**config.mk**
```make
export PLATFORM = sky130hd
export DESIGN_NAME = pit_ctrl
export DESIGN_NICKNAME = d
export VERILOG_FILES = /design/src/rtl/pit_pkg.sv /design/src/rtl/pit_rtc.sv /design/src/rtl/pit_ipi.sv /design/src/rtl/pit_interval.sv /design/src/rtl/pit_ctrl.sv
export SDC_FILE = /design/constraint.sdc
export NUM_CORES = 1
export LEC_CHECK = 0
export ABC_AREA = 1
export ABC_CLOCK_PERIOD_IN_PS = 1670
export BUFFER_PORTS_ARGS = -buffer_cell sky130_fd_sc_hd__buf_2
export CORE_ASPECT_RATIO = 0.8
export CORE_MARGIN = 2
export CORE_UTILIZATION = 52
export CTS_CLUSTER_SIZE = 40
export DETAILED_ROUTE_END_ITERATION = 10
export PLACE_DENSITY = 0.76
export SKIP_CTS_REPAIR_TIMING = 1
export SYNTH_ARGS = -nofsm -noshare
export SYNTH_HDL_FRONTEND = slang
export SYNTH_SLANG_ARGS = --single-unit
```
**constraint.sdc**
```tcl
create_clock -name clk -period 1.67 [get_ports clk]
set_input_delay 0.334 -clock clk [delete_from_list [all_inputs] [get_ports clk]]
set_output_delay 0.334 -clock clk [all_outputs]
set_load 0.02 [all_outputs]
```
**src/rtl/pit_pkg.sv**
```systemverilog
package pit_pkg;
  typedef enum logic [2:0] {
    SUB_RTC_LD  = 3'd0,
    SUB_IPI_SET = 3'd1,
    SUB_IPI_CLR = 3'd2,
    SUB_CLUSTER = 3'd3,
    SUB_INTV_LD = 3'd4,
    SUB_IRQ_CLR = 3'd5,
    SUB_REP_ON  = 3'd6,
    SUB_REP_OFF = 3'd7
  } sub_e;

  typedef struct packed {
    logic rtc_ld;
    logic ipi_set;
    logic ipi_clr;
    logic cl_set;
    logic iv_ld;
    logic irq_clr;
    logic rep_on;
    logic rep_off;
  } strobe_t;
endpackage

```
**src/rtl/pit_rtc.sv**
```systemverilog
module pit_rtc #(
  parameter int W = 64
) (
  input  logic         clk,
  input  logic         rst_n,
  input  logic         ld,
  input  logic         zero_sel,
  input  logic [W-1:0] din,
  output logic [W-1:0] q
);
  always_ff @(posedge clk or negedge rst_n) begin
    if (!rst_n)      q <= '0;
    else if (ld)     q <= zero_sel ? '0 : din;
    else             q <= q + W'(1);
  end


  rtc_step_chk: assert property (@(posedge clk) disable iff (!rst_n)
    !ld |=> q == $past(q) + W'(1));

  rtc_zero_chk: assert property (@(posedge clk) disable iff (!rst_n)
    (ld && zero_sel) |=> q == '0);
endmodule

```
**src/rtl/pit_ipi.sv**
```systemverilog
module pit_ipi #(
  parameter int NPROC = 8,
  parameter int J_W   = 3
) (
  input  logic             clk,
  input  logic             rst_n,
  input  logic             set,
  input  logic             clr,
  input  logic [J_W-1:0]   tgt,
  input  logic [J_W-1:0]   self_pn,
  input  logic [NPROC-1:0] ipi_in,
  output logic [NPROC-1:0] send,
  output logic [NPROC-1:0] pend
);
  logic not_self;
  assign not_self = (tgt != self_pn);

  for (genvar i = 0; i < NPROC; i++) begin : g_lane
    always_ff @(posedge clk or negedge rst_n) begin
      if (!rst_n) begin
        send[i] <= 1'b0;
        pend[i] <= 1'b0;
      end else begin
        send[i] <= set && not_self && (tgt == J_W'(i));
        pend[i] <= ipi_in[i] | (pend[i] & ~clr);
      end
    end
  end


  send_onehot_chk: assert property (@(posedge clk) disable iff (!rst_n)
    $onehot0(send));

  no_self_chk: assert property (@(posedge clk) disable iff (!rst_n)
    (set && tgt == self_pn) |=> send == '0);

  pend_hold_chk: assert property (@(posedge clk) disable iff (!rst_n)
    !clr |=> (pend & $past(pend)) == $past(pend));
endmodule

```
**src/rtl/pit_interval.sv**
```systemverilog
module pit_interval #(
  parameter int W = 32
) (
  input  logic         clk,
  input  logic         rst_n,
  input  logic         ld,
  input  logic         zero_sel,
  input  logic [W-1:0] din,
  input  logic         irq_clr,
  input  logic         rep_on,
  input  logic         rep_off,
  output logic         irq
);
  logic [W-1:0] reload_q;
  logic [W-1:0] cnt_q;
  logic         rep_q;
  logic [W-1:0] ld_val;
  logic         expire;

  assign ld_val = zero_sel ? '0 : din;
  assign expire = !ld && (cnt_q == W'(1));

  always_ff @(posedge clk or negedge rst_n) begin
    if (!rst_n) begin
      reload_q <= '0;
      cnt_q    <= '0;
      rep_q    <= 1'b0;
      irq      <= 1'b0;
    end else begin
      if (ld) begin
        reload_q <= ld_val;
        cnt_q    <= ld_val;
      end else if (cnt_q != '0) begin
        cnt_q <= cnt_q - W'(1);
      end else if (rep_q && reload_q != '0) begin
        cnt_q <= reload_q;
      end
      if (rep_on)       rep_q <= 1'b1;
      else if (rep_off) rep_q <= 1'b0;
      if (expire)       irq <= 1'b1;
      else if (irq_clr) irq <= 1'b0;
    end
  end


  irq_raise_chk: assert property (@(posedge clk) disable iff (!rst_n)
    (!ld && cnt_q == W'(1)) |=> irq);

  irq_keep_chk: assert property (@(posedge clk) disable iff (!rst_n)
    (irq && !irq_clr) |=> irq);

  park_chk: assert property (@(posedge clk) disable iff (!rst_n)
    (!ld && cnt_q == '0 && !rep_q) |=> cnt_q == '0);

  load_chk: assert property (@(posedge clk) disable iff (!rst_n)
    (ld && zero_sel) |=> (cnt_q == '0 && reload_q == '0));
endmodule

```
**src/rtl/pit_ctrl.sv**
```systemverilog
module pit_ctrl #(
  parameter int NPROC       = 8,
  parameter int RTC_W       = 64,
  parameter int IV_W        = 32,
  parameter int MAX_CLUSTER = 5
) (
  input  logic                         clk,
  input  logic                         rst_n,
  input  logic                         cmd_valid,
  input  logic [2:0]                   cmd_k,
  input  logic [$clog2(NPROC)-1:0]     cmd_j,
  input  logic [RTC_W-1:0]             cmd_opnd,
  input  logic [$clog2(NPROC)-1:0]     my_pn,
  input  logic                         monitor_mode,
  input  logic [NPROC-1:0]             ipi_in,
  output logic [RTC_W-1:0]             rtc,
  output logic [NPROC-1:0]             ipi_send,
  output logic [NPROC-1:0]             ipi_pending,
  output logic [$clog2(MAX_CLUSTER+1)-1:0] cluster_num,
  output logic                         pclk_irq
);
  import pit_pkg::*;

  localparam int J_W  = $clog2(NPROC);
  localparam int CL_W = $clog2(MAX_CLUSTER + 1);

  strobe_t str;
  logic    zero_sel;

  assign zero_sel = (cmd_j == '0) || (cmd_opnd == '0);

  always_comb begin
    str = '0;
    if (cmd_valid && monitor_mode) begin
      case (sub_e'(cmd_k))
        SUB_RTC_LD:  str.rtc_ld  = 1'b1;
        SUB_IPI_SET: str.ipi_set = 1'b1;
        SUB_IPI_CLR: str.ipi_clr = 1'b1;
        SUB_CLUSTER: str.cl_set  = 1'b1;
        SUB_INTV_LD: str.iv_ld   = 1'b1;
        SUB_IRQ_CLR: str.irq_clr = 1'b1;
        SUB_REP_ON:  str.rep_on  = 1'b1;
        SUB_REP_OFF: str.rep_off = 1'b1;
        default:     str = '0;
      endcase
    end
  end

  pit_rtc #(.W(RTC_W)) u_rtc (
    .clk(clk), .rst_n(rst_n), .ld(str.rtc_ld), .zero_sel(zero_sel),
    .din(cmd_opnd), .q(rtc)
  );

  pit_ipi #(.NPROC(NPROC), .J_W(J_W)) u_ipi (
    .clk(clk), .rst_n(rst_n), .set(str.ipi_set), .clr(str.ipi_clr),
    .tgt(cmd_j), .self_pn(my_pn), .ipi_in(ipi_in),
    .send(ipi_send), .pend(ipi_pending)
  );

  pit_interval #(.W(IV_W)) u_iv (
    .clk(clk), .rst_n(rst_n), .ld(str.iv_ld), .zero_sel(zero_sel),
    .din(cmd_opnd[IV_W-1:0]), .irq_clr(str.irq_clr),
    .rep_on(str.rep_on), .rep_off(str.rep_off), .irq(pclk_irq)
  );

  always_ff @(posedge clk or negedge rst_n) begin
    if (!rst_n)
      cluster_num <= '0;
    else if (str.cl_set && (cmd_j <= J_W'(MAX_CLUSTER)))
      cluster_num <= CL_W'(cmd_j);
  end


  pass_chk: assert property (@(posedge clk) disable iff (!rst_n)
    (cmd_valid && !monitor_mode) |=> ($stable(cluster_num) && ipi_send == '0));

  cluster_range_chk: assert property (@(posedge clk) disable iff (!rst_n)
    cluster_num <= CL_W'(MAX_CLUSTER));
endmodule

```
Word-level counts from Yosys, hierarchy flattened
Index checks and enable logic that the tools add are counted.
{"block": "totals", "ff_bits": 149, "out_inout_bits": 84, "input_bits": 85}
{"block": "classes", "magnitude_cmp": 1, "mux": 19, "reduce_logical": 23, "add_sub_neg": 2, "eq_ne": 16, "bitwise_logic": 17}
{"operator": "32-bit 2-to-1 mux", "n": 4}
{"operator": "64-bit 2-to-1 mux", "n": 2}
{"operator": "64-bit by 1-bit adder with 64-bit output (second input constant)", "n": 1}
{"operator": "64-bit logical NOT", "n": 1}
{"operator": "32-bit nonzero test", "n": 2}
{"operator": "32-bit by 1-bit equality test with 1-bit output (second input constant)", "n": 1}
{"operator": "32-bit by 1-bit subtractor with 32-bit output (second input constant)", "n": 1}
{"operator": "3-bit equality test (second input constant)", "n": 8}
{"operator": "1-bit logical AND", "n": 13}
{"operator": "3-bit by 2-bit equality test with 1-bit output (second input constant)", "n": 4}
{"operator": "1-bit 2-to-1 mux", "n": 12}
{"operator": "1-bit bitwise AND", "n": 8}
{"operator": "8-bit 2-to-1 mux", "n": 1}
{"operator": "1-bit OR", "n": 8}
{"operator": "3-bit by 1-bit equality test with 1-bit output (second input constant)", "n": 2}
{"operator": "3-bit logical NOT", "n": 2}
{"operator": "2-bit nonzero test", "n": 2}
{"operator": "3-bit less-or-equal comparator (second input constant)", "n": 1}
{"operator": "3-bit inequality test", "n": 1}
{"operator": "3-bit nonzero test", "n": 1}
{"operator": "1-bit logical NOT", "n": 1}
{"operator": "1-bit logical OR", "n": 1}
{"operator": "1-bit NOT", "n": 1}

Logic depth before layout (Yosys ltp)
Gate-level depths: netlist of run 1.
{"block": "depth", "word_depth": 6, "mapped_depth": 13, "mapped_depth_nobuf": 12}

Cells and area by module
Synthesis of run 1 repeated with hierarchy kept, for this count alone.
{"block": "unflattened", "hier_cells": 1408, "hier_area_um2": 9505.4}
{"mod": "pit_rtc", "cells_each": 681, "instances": 1, "area_per_inst_um2": 4391.7}
{"mod": "pit_interval", "cells_each": 568, "instances": 1, "area_per_inst_um2": 4037.6}
{"mod": "pit_ipi", "cells_each": 63, "instances": 1, "area_per_inst_um2": 638.1}
{"mod": "pit_ctrl", "cells_each": 96, "instances": 1, "area_per_inst_um2": 437.9}

Worst setup path after synthesis of run 1
Ideal clock, no wire load.
{"block": "synth_path", "path_kind": "flip-flop to flip-flop", "startpoint": "register u_rtc.q[0]", "endpoint": "register u_rtc.q[62]", "setup_time_ns": 0.117, "path_stages_with_launch": 11, "setup_slack_ns": -0.183, "t_arrival_ns": 1.736, "path_cell_list": "dfrtp_1 > ha_1 > inv_1 > nor2_4 > nand2_2 > nor2_1 > nand2_1 > o21ai_0 > nand2_1 > nand2_1 > nand2_1"}
{"block": "synth_between", "elab_chain_cells": 2}
{"element": "from (decl)", "line": "pit_rtc.sv:9", "rtl": "output logic [W-1:0] q"}
{"element": "from (signal assigned)", "line": "pit_rtc.sv:13", "rtl": "else if (ld) q <= zero_sel ? '0 : din;"}
{"element": "from (signal assigned)", "line": "pit_rtc.sv:14", "rtl": "else q <= q + W'(1);"}
{"element": "64-bit by 1-bit adder with 64-bit output", "line": "pit_rtc.sv:14"}
{"element": "64-bit 2-to-1 mux", "line": "pit_rtc.sv:13"}
Every way passes these cells.
A chain may end at the register's enable or synchronous reset.

Worst setup path in the final report of run 1
{"block": "layout_path", "startpoint": "register u_iv.reload_q[5]", "endpoint": "register u_iv.cnt_q[0]"}
{"block": "layout_between", "elab_chain_cells": 3}
{"element": "from (decl)", "line": "pit_interval.sv:14", "rtl": "logic [W-1:0] reload_q;"}
{"element": "from (signal assigned)", "line": "pit_interval.sv:31", "rtl": "reload_q <= ld_val;"}
{"element": "32-bit nonzero test", "line": "pit_interval.sv:35", "rtl": "end else if (rep_q && reload_q != '0) begin"}
{"element": "1-bit logical AND", "line": "pit_interval.sv:35"}
{"element": "3-bit nonzero test (no source line)"}
{"element": "to (signal assigned)", "line": "pit_interval.sv:32", "rtl": "cnt_q <= ld_val;"}
{"element": "to (signal assigned)", "line": "pit_interval.sv:34", "rtl": "cnt_q <= cnt_q - W'(1);"}
{"element": "to (signal assigned)", "line": "pit_interval.sv:36", "rtl": "cnt_q <= reload_q;"}
{"element": "to (decl)", "line": "pit_interval.sv:15", "rtl": "logic [W-1:0] cnt_q;"}
Every way passes these cells.

==> metrics, run 1 <==
run status complete, but fails checks; violated checks DRC, setup timing; Post-layout nets 2,030; proportion of synthesized chip area in sequential cells 0.393; main flop type after synthesis sky130_fd_sc_hd__dfrtp_1; first-pass iteration count of the detailed router 11; H-Tree Level Count 4; final critical-path setup slack -1.04 ns; post-detailed-route via-to-cell ratio ~6; required time worst endpoint between 1.5 and 2 ns; hold slack roughly 0.095 ns; worst path cell trace inv_1 -> nand4_1 -> nor2_1 -> nand2_1 -> o21ai_2 -> buf_6 -> buf_12 -> nand2_8 -> nand3_2 -> nand3_2; total standard cell area after synthesis ~0.0095 mm^2; number of synthesized register bits 149; Die X-Extent around 150 um; Final Wtd Congestion about 1.0; number of global-route vias before repair approximately 11,000; worst reg2reg path startpoint u_iv.reload_q[5]$_DFFE_PN0P_; antenna violation net count after detailed routing 0; standby leakage power just under 0.008 uW; Setup Skew between 0.015 and 0.02 ns; share of synthesized flip-flops with an asynchronous set or reset 1.00; number of buffers inserted during clock tree synthesis 17; overall power of the completed layout approximately 18,000 uW; Final Non-Filler Cells between 2,000 and 2,500; height of the die between 100 and 150 um; initial core utilization 0.526; Clock Sink Count ~150; Tcrit/Tclk final 1.63; synthesized net count about 1,500; type of element launching the critical path flip-flop; Most common cell on crit path sky130_fd_sc_hd__nand3_2; violation count after the first detailed-routing iteration between 2,000 and 2,500; Max Clk Rate around 370 MHz; clock latency of the later-clocked register in the worst-skew pair around 0.46 ns; pin count of the biggest net entering global routing 48; overall routing resource usage 0.397; DIE AREA 0.0193 mm^2; antenna violations before repair 4; total number of cells along the worst setup path 10; first-pass GRT wire length 59,000 um; crit end category flip-flop; worst max-slew margin expressed relative to the limit 0.201; placed standard-cell area ~0.013 mm^2; top-count cell post-synth sky130_fd_sc_hd__nand2_1; transition time at the pin with the least slew margin between 1 and 1.5 ns; crit path kind reg -> reg; Core ar. 0.0180 mm^2; biggest fanout along the worst timing path 6; Register-to-Register Path Depth 10; Post-synth EDFFs 0; number of placed I/O pins 169; reg-to-reg slack, setup -1.04 ns; post-layout minimum cycle time approximately 2.7 ns; final number of hold-violating endpoints 0; min-delay worst type in -> reg; I/O Buffers about 170; HPWL Detailed roughly 30,000 um; Mapped Cells 1,430; Buf+Inv Stages, Crit Path 3; Netlist cell types 37; area share of the leading cell type in the synthesized netlist 0.393; vias after detailed routing 13,100; proportion of layout cells with a drive suffix above 1 0.432; clock tree from TritonCTS done; Commonest cells post-synth sky130_fd_sc_hd__nand2_1 (537), sky130_fd_sc_hd__nor2_1 (219), sky130_fd_sc_hd__dfrtp_1 (149); endpoint arrival time on the critical path approximately 3.0 ns; overall overflow remaining after global route 0; Residual DRC 11; top area cells in the synthesized netlist sky130_fd_sc_hd__dfrtp_1 (39%), sky130_fd_sc_hd__nand2_1 (21%), sky130_fd_sc_hd__nor2_1 (8.7%); Antenna Cells 0; clock-pin slew on the worst setup and hold paths 0.08 ns; power density over the cells ~1200 mW/mm^2; Final Routed Wirelength around 47,000 um; buffer type at the clock tree root sky130_fd_sc_hd__clkbuf_16; Post-Layout Inst Area ~0.015 mm^2; Worst path slowest cell sky130_fd_sc_hd__dfrtp_1; count of warnings emitted by yosys 0; end of the critical path u_iv.cnt_q[0]$_DFFE_PN0P_; average wire per cell in the routed design between 20 and 25 um; number of placement rows 44; Yosys top cell by area sky130_fd_sc_hd__dfrtp_1; count of final setup violators ~110; source of the critical timing path u_iv.reload_q[5]$_DFFE_PN0P_; Util after Layout 0.838; number of buffers on the longest clock path 2; Max Cap Viol 0; count of final max-slew check failures 0; crit-path leading delay family simple AND/OR/NAND/NOR gates; number of cells after detailed placement ~2,100; worst vdd rail ir drop between 600 and 700 uV; peak per-stage delay on the critical path about 0.52 ns; mean area per synthesized cell around 6.6 um^2; RSZ-0062 raised after global routing true; area growth from synthesis to layout 59.1%; FF-to-FF End u_iv.cnt_q[0]$_DFFE_PN0P_
==> power breakdown <==
part           total, uW  internal [uW]  switching [uW]
clock network       3970           2130            1840
logic               8070           3380            4690
registers           5480           4480             997
==> cells in the final DEF (no fill, tap or decap), types with 5 or more instances in the layout <==
cell type and n:
sky130_fd_sc_hd__a21oi_2 17, sky130_fd_sc_hd__buf_12 13, sky130_fd_sc_hd__buf_2 166, sky130_fd_sc_hd__buf_4 321, sky130_fd_sc_hd__buf_6 19, sky130_fd_sc_hd__clkbuf_16 18
sky130_fd_sc_hd__dfrtp_1 139, sky130_fd_sc_hd__dfrtp_2 10, sky130_fd_sc_hd__inv_1 118, sky130_fd_sc_hd__inv_2 13, sky130_fd_sc_hd__nand2_1 457, sky130_fd_sc_hd__nand2_2 66
sky130_fd_sc_hd__nand2_4 19, sky130_fd_sc_hd__nand3_1 78, sky130_fd_sc_hd__nand3_2 18, sky130_fd_sc_hd__nand3_4 5, sky130_fd_sc_hd__nand3b_1 17, sky130_fd_sc_hd__nand4_1 42
sky130_fd_sc_hd__nor2_1 126, sky130_fd_sc_hd__nor2_2 65, sky130_fd_sc_hd__nor2_4 39, sky130_fd_sc_hd__nor3_1 15, sky130_fd_sc_hd__nor3_2 15, sky130_fd_sc_hd__o21ai_0 48
sky130_fd_sc_hd__o21ai_1 10, sky130_fd_sc_hd__o21ai_2 5, sky130_fd_sc_hd__o21bai_1 8, sky130_fd_sc_hd__xnor2_1 20, sky130_fd_sc_hd__xor2_1 23
==> layer usage <==
layer	wire, um	GRT usage	part of all wire
met3	6930	0.0828	0.15
met1	18000	0.595	0.38
met4	2900	0.104	0.061
met2	19200	0.583	0.41
met5	216	0	0.0046
==> logic make-up after synthesis <==
logic type / after synthesis / share of synthesized area
flip-flops: 149 / 0.393
buffers and inverters: 167 / 0.0723
XOR/XNOR: 45 / 0.0416
adder cells (fa/ha/maj): 3 / 0.00396
AND/OR/NAND/NOR: 969 / 0.434
AO/OA/AOI/OAI: 97 / 0.0549
==> per-stage QoR <==
stage,setup slack [ns],TNS [ns]
2_1_floorplan,-0.0165,-0.0165
3_3_place_gp,-0.382,-32.10
3_5_place_dp,-0.435,-34.45
4_1_cts,-0.175,-5.83
5_1_grt,-0.963,-34.35
6_report,-1.04,-42.65
==> worst min path at each step <==
| stage | startpoint | to | slack (ns) | depth (start not counted) |
|---|---|---|---|---|
| finish | ipi_in[1] | u_ipi.pend[1]$_DFF_PN0_ | 0.09 | 2 |
| global route | ipi_in[1] | u_ipi.pend[1]$_DFF_PN0_ | 0.1 | 2 |
| CTS | rst_n | u_ipi.pend[1]$_DFF_PN0_ | -0.22 | 1 |
| detailed placement | rst_n | u_ipi.pend[1]$_DFF_PN0_ | 0.24 | 1 |
| global placement | rst_n | u_ipi.pend[1]$_DFF_PN0_ | 0.24 | 1 |
| floorplan | rst_n | cluster_num[0]$_DFFE_PN0P_ | 0.04 | 0 |
==> worst reg2reg max path: cells and delay by family (launching register included) <==
kind,cells,cell delay [ns]
AOI/OAI and AO/OA,1,0.16
buffers and inverters,3,0.57
DFF,1,0.52
and+or+nand+nor,6,1.27
==> final cells by class <==
class	count	area [um^2]
repair buffers	523	3780
inverters	134	522
clock inverters	14	141
clock buffers	18	439
flip-flops and latches	149	3740
fillers	1051	2920
repair inverters	3	43.8
well taps	230	288
multi-input cells	1114	6130
==> sequential cells by signal (all words and copies together), names as in the netlist <==
signal / count
cluster_num: 3
u_ipi.pend: 8
u_ipi.send: 8
u_iv.cnt_q: 32
u_iv.irq: 1
u_iv.reload_q: 32
u_iv.rep_q: 1
u_rtc.q: 64
No activity file was read; power rests on OpenSTA's default activity.
==> inputs of run 2 (changes only) <==
CORE_UTILIZATION = 50   (was 52)
PLACE_DENSITY = 0.73   (was 0.76)
==> metrics, run 2 (same netlist as run 1, synthesis figures left out) <==
run status complete, but fails checks; violated checks setup timing; clock tree from TritonCTS done; overall routing resource usage 0.354; post-layout minimum cycle time 1.83 ns; Setup Skew approximately 0.013 ns; power density over the cells roughly 1100 mW/mm^2; violation count after the first detailed-routing iteration between 1,000 and 1,500; average wire per cell in the routed design ~19 um; area growth from synthesis to layout 56.6%; Hold Path Depth 2; crit end category flip-flop; Largest register FFs 64; overall overflow remaining after global route 0; post-detailed-route via-to-cell ratio about 5.6; number of buffers inserted during clock tree synthesis 17; type of element launching the critical path flip-flop; combined area of the multi-input logic cells between 0.006 and 0.007 mm^2; transition time at the pin with the least slew margin 0.623 ns; hold slack 0.103 ns; antenna violations before repair 0; proportion of layout cells with a drive suffix above 1 0.413; required time worst endpoint around 2.0 ns; Final Routed Wirelength slightly above 40,000 um; Die X-Extent approximately 160 um; HPWL Detailed 28,000 um; Max Clk Rate between 500 and 600 MHz; clock latency of the later-clocked register in the worst-skew pair about 0.44 ns; Post-Layout Inst Area 0.0148 mm^2; clock-pin slew on the worst setup and hold paths 0.07 ns; crit path kind reg -> reg; Antenna Cells 0; number of buffers on the longest clock path 2; Setup TNS Final -3.90 ns; initial core utilization 0.506; pin count of the biggest net entering global routing 57; most flop-heavy register u_rtc.q; placed standard-cell area about 0.013 mm^2; Register-to-Register Path Depth 12; first-pass GRT wire length about 54,000 um; H-Tree Level Count 4; Tcrit/Tclk final 1.10; Post-layout nets about 2,000; height of the die between 100 and 150 um; worst vdd rail ir drop slightly above 700 uV; Max Cap Viol 0; min-delay worst type in -> reg; Residual DRC 0; count of final setup violators 46; first-pass iteration count of the detailed router 6; DIE AREA approximately 0.020 mm^2; number of placed I/O pins roughly 170; endpoint arrival time on the critical path ~2.2 ns; antenna violation net count after detailed routing 0; I/O Buffers roughly 170; buffer type at the clock tree root sky130_fd_sc_hd__clkbuf_16; vias after detailed routing 12,200; leading cell type in the layout, fill and taps excluded sky130_fd_sc_hd__nand2_1; Clock Sink Count around 150; Filler cells 1,356; commonest cells after routing, fill and taps aside sky130_fd_sc_hd__nand2_1 (463), sky130_fd_sc_hd__buf_4 (282), sky130_fd_sc_hd__buf_2 (167), sky130_fd_sc_hd__nor2_1 (142), sky130_fd_sc_hd__dfrtp_1 (135); Storage cell area 0.00375 mm^2; worst max-slew margin expressed relative to the limit 0.584; count of final max-slew check failures 0; number of placement rows 45; Final Wtd Congestion approximately 1.1; final critical-path setup slack -0.163 ns; Core ar. 0.0187 mm^2; overall power of the completed layout 16,900 uW; biggest fanout along the worst timing path 6; RSZ-0062 raised after global routing true; standby leakage power 0.00749 uW; number of global-route vias before repair approximately 10,000; final number of hold-violating endpoints 0; top flop regs u_rtc.q x64, u_iv.cnt_q x32, u_iv.reload_q x32
==> run 2: where the power goes <==
group / total, uW / switching (uW) / internal, uW / leakage (uW)
Clock: 4060 / 1690 / 2370 / 0.000282
Combinational: 7400 / 4270 / 3120 / 0.00538
Sequential: 5480 / 996 / 4490 / 0.00183
==> run 2: metal layers <==
layer  part of all wire  track usage  vias up
met3               0.12       0.0851      111
met2               0.43        0.519      808
met1               0.42        0.525     5758
li1                   -            -     5477
met5                  0            0        -
met4              0.031       0.0890        0
==> run 2: through the flow <==
step	setup WS [ns]	std cells	util
after floorplan	-0.0165	1430	-
after global placement	-0.618	2098	0.676
after detailed placement	-0.673	2098	0.676
after CTS	-0.280	2129	0.708
after global routing	-0.228	2172	0.792
final	-0.163	2172	0.792
==> run 2: worst paths after layout <==
check                                         startpoint                       endpoint  slack (ns)
max in group asynchronous                          rst_n     u_iv.cnt_q[11]$_DFFE_PN0P_        0.68
min                                            ipi_in[0]        u_ipi.pend[0]$_DFF_PN0_        0.10
min reg2reg                u_iv.reload_q[25]$_DFFE_PN0P_  u_iv.reload_q[25]$_DFFE_PN0P_        0.51
max                            u_iv.cnt_q[4]$_DFFE_PN0P_      u_iv.cnt_q[3]$_DFFE_PN0P_       -0.16
min in group asynchronous                          rst_n        u_ipi.pend[0]$_DFF_PN0_        0.40
max reg2reg                    u_iv.cnt_q[4]$_DFFE_PN0P_      u_iv.cnt_q[3]$_DFFE_PN0P_       -0.16
==> run 2: critical path: stages, from the launching register on <==
cell and delay [ns]:
sky130_fd_sc_hd__dfrtp_1 0.42, sky130_fd_sc_hd__nor2_2 0.19, sky130_fd_sc_hd__nand2_2 0.10, sky130_fd_sc_hd__nor2_4 0.16, sky130_fd_sc_hd__nand2_4 0.11, sky130_fd_sc_hd__nor2_8 0.18
sky130_fd_sc_hd__buf_6 0.13, sky130_fd_sc_hd__clkbuf_16 0.15, sky130_fd_sc_hd__nand2_4 0.05, sky130_fd_sc_hd__nand3_2 0.05, sky130_fd_sc_hd__nand2_1 0.07, sky130_fd_sc_hd__nand2_2 0.07
sky130_fd_sc_hd__inv_1 0.04
==> run 2: final cells by class <==
cell class | count | area share
multi-input combinational | 1117 | 0.416
sequential | 149 | 0.252
timing repair buffer | 483 | 0.233
inverter | 134 | 0.0358
clock buffer | 18 | 0.0289
tap | 258 | 0.0218
clock inverter | 13 | 0.0115
==> inputs of run 3 (changes only) <==
ABC_CLOCK_PERIOD_IN_PS = 2150   (was 1670)
PLACE_DENSITY = 0.71   (was 0.73)
clock period = 2.15 ns   (was 1.67 ns; I/O delays follow)
==> metrics, run 3 (same netlist as run 1, synthesis figures left out) <==
average wire per cell in the routed design 17.2 um; worst vdd rail ir drop about 470 uV; hold slack 0.204 ns; I/O Buffers around 170; HPWL Detailed around 26,000 um; Die X-Extent roughly 160 um; post-layout minimum cycle time 2.07 ns; area growth from synthesis to layout 25.5%; proportion of layout cells with a drive suffix above 1 0.193; height of the die roughly 130 um; pin count of the biggest net entering global routing 57; required time worst endpoint 2.47 ns; wire length on met2 ~14,000 um; commonest cells after routing, fill and taps aside sky130_fd_sc_hd__nand2_1 (536), sky130_fd_sc_hd__nor2_1 (217), sky130_fd_sc_hd__buf_2 (167), sky130_fd_sc_hd__dfrtp_1 (149), sky130_fd_sc_hd__inv_1 (131); first-pass GRT wire length roughly 50,000 um; clock latency of the later-clocked register in the worst-skew pair roughly 0.43 ns; transition time at the pin with the least slew margin 1.26 ns; most flop-heavy register u_rtc.q; biggest fanout along the worst timing path 5; reg-to-reg slack, setup just over 0.08 ns; Util after Layout 0.634; number of buffers inserted during clock tree synthesis 17; crit end category flip-flop; Buf+Inv Stages, Crit Path 1; Residual DRC 0; RSZ-0062 raised after global routing true; power density over the cells approximately 920 mW/mm^2; number of placement rows 45; worst path cell trace inv_1 -> nor3_1 -> nand2_1 -> nor2_1 -> nand2_1 -> o21ai_0 -> nand2_1 -> nand2_1 -> nand2_1; antenna violation net count after detailed routing 0; endpoint arrival time on the critical path around 2.4 ns; antenna violations before repair 0; Final Non-Filler Cells 1,949; worst max-slew margin expressed relative to the limit 0.158; Max Cap Viol 0; Core ar. around 0.019 mm^2; min-delay worst type in -> reg; Most common cell on crit path sky130_fd_sc_hd__nand2_1; post-detailed-route via-to-cell ratio roughly 5.4; Max Clk Rate slightly below 500 MHz; run status completed; Filler cells ~1,800; number of buffers on the longest clock path 2; count of final max-slew check failures 0; count of final setup violators 0; crit-path leading delay family simple AND/OR/NAND/NOR gates; initial core utilization 0.506; Final Routed Wirelength about 33,000 um; met3 wire len ~3500 um; violation count after the first detailed-routing iteration approximately 1,000; clock-pin slew on the worst setup and hold paths 0.07 ns; Setup Skew just over 0.01 ns; combined area of the multi-input logic cells approximately 0.0051 mm^2; overall routing resource usage 0.336; number of cells after detailed placement 1,914; Final Wtd Congestion ~1.1; Storage cell area about 0.0037 mm^2; top flop regs u_rtc.q x64, u_iv.cnt_q x32, u_iv.reload_q x32; H-Tree Level Count 4; DR top layer met4; buffer type at the clock tree root sky130_fd_sc_hd__clkbuf_16; peak per-stage delay on the critical path about 0.52 ns; Largest register FFs 64; crit path kind reg -> reg; Antenna Cells 0; DIE AREA 0.0201 mm^2; Tcrit/Tclk final 0.962; Clock Sink Count between 100 and 150; leading cell type in the layout, fill and taps excluded sky130_fd_sc_hd__nand2_1; post-route met1 wirelength roughly 16,000 um; clock tree from TritonCTS done; first-pass iteration count of the detailed router 5; number of placed I/O pins approximately 170; standby leakage power approximately 0.006 uW; Post-layout nets ~1,800; final number of hold-violating endpoints 0; Worst path slowest cell sky130_fd_sc_hd__nor3_1; vias after detailed routing between 10,000 and 15,000; overall overflow remaining after global route 0; type of element launching the critical path flip-flop; number of global-route vias before repair between 9,000 and 10,000
==> run 3: changes by cell type in the layout (fill, tap and decap cells not counted), moves of 17 or more <==
cell,change
sky130_fd_sc_hd__nor2_1,+75
sky130_fd_sc_hd__nand2_4,-24
sky130_fd_sc_hd__nand3_2,-25
sky130_fd_sc_hd__nand3_1,+30
sky130_fd_sc_hd__inv_2,-19
sky130_fd_sc_hd__nor2_4,-36
sky130_fd_sc_hd__nand2_2,-47
sky130_fd_sc_hd__buf_6,-20
sky130_fd_sc_hd__nand2_1,+73
sky130_fd_sc_hd__inv_1,+24
sky130_fd_sc_hd__nor2_2,-42
sky130_fd_sc_hd__o21ai_0,+17
sky130_fd_sc_hd__buf_4,-195
==> run 3: final timing paths <==
check	from	to	cells past startpoint
worst max-delay path	u_rtc.q[40]$_DFF_PN0_	u_rtc.q[62]$_DFF_PN0_	9
worst max register to register	u_rtc.q[40]$_DFF_PN0_	u_rtc.q[62]$_DFF_PN0_	9
min in group asynchronous	rst_n	u_rtc.q[38]$_DFF_PN0_	2
max in group asynchronous	rst_n	u_iv.cnt_q[6]$_DFFE_PN0P_	3
worst min register to register	cluster_num[1]$_DFFE_PN0P_	cluster_num[1]$_DFFE_PN0P_	2
worst min-delay path	ipi_in[0]	u_ipi.pend[0]$_DFF_PN0_	2
==> run 3: power by group <==
part	internal [uW]	total [uW]	switching, uW
Clock	1820	3100	1280
Combinational	1300	3590	2300
Sequential	3470	4210	747
Total	6590	10900	4320
==> run 3: metrics by stage <==
| step | area (um^2) | worst slack, ns | total power (uW) | TNS [ns] |
|---|---|---|---|---|
| 4_1_cts | 11800 | 0.0692 | 10900 | 0 |
| 2_1_floorplan | 9480 | 0.297 | 6370 | 0 |
| 3_5_place_dp | 11300 | -0.286 | 7770 | -12.66 |
| 5_1_grt | 11900 | -0.0611 | 11500 | -0.205 |
| 3_3_place_gp | 11300 | -0.256 | 7710 | -9.94 |
| 6_report | 11900 | 0.0809 | 10900 | 0 |
==> run 3: area by class of cell <==
cell class	count	area share
inverter	134	0.0427
timing repair buffer	263	0.139
sequential	149	0.314
multi-input combinational	1114	0.428
clock inverter	12	0.0129
clock buffer	19	0.0364
tap	258	0.0271
==> run 3: per-layer routing <==
metal | GRT usage | vias to the layer above
met5 | 0 | -
met4 | 0.0673 | 0
met3 | 0.0604 | 35
met2 | 0.469 | 533
met1 | 0.539 | 4955
li1 | - | 5014
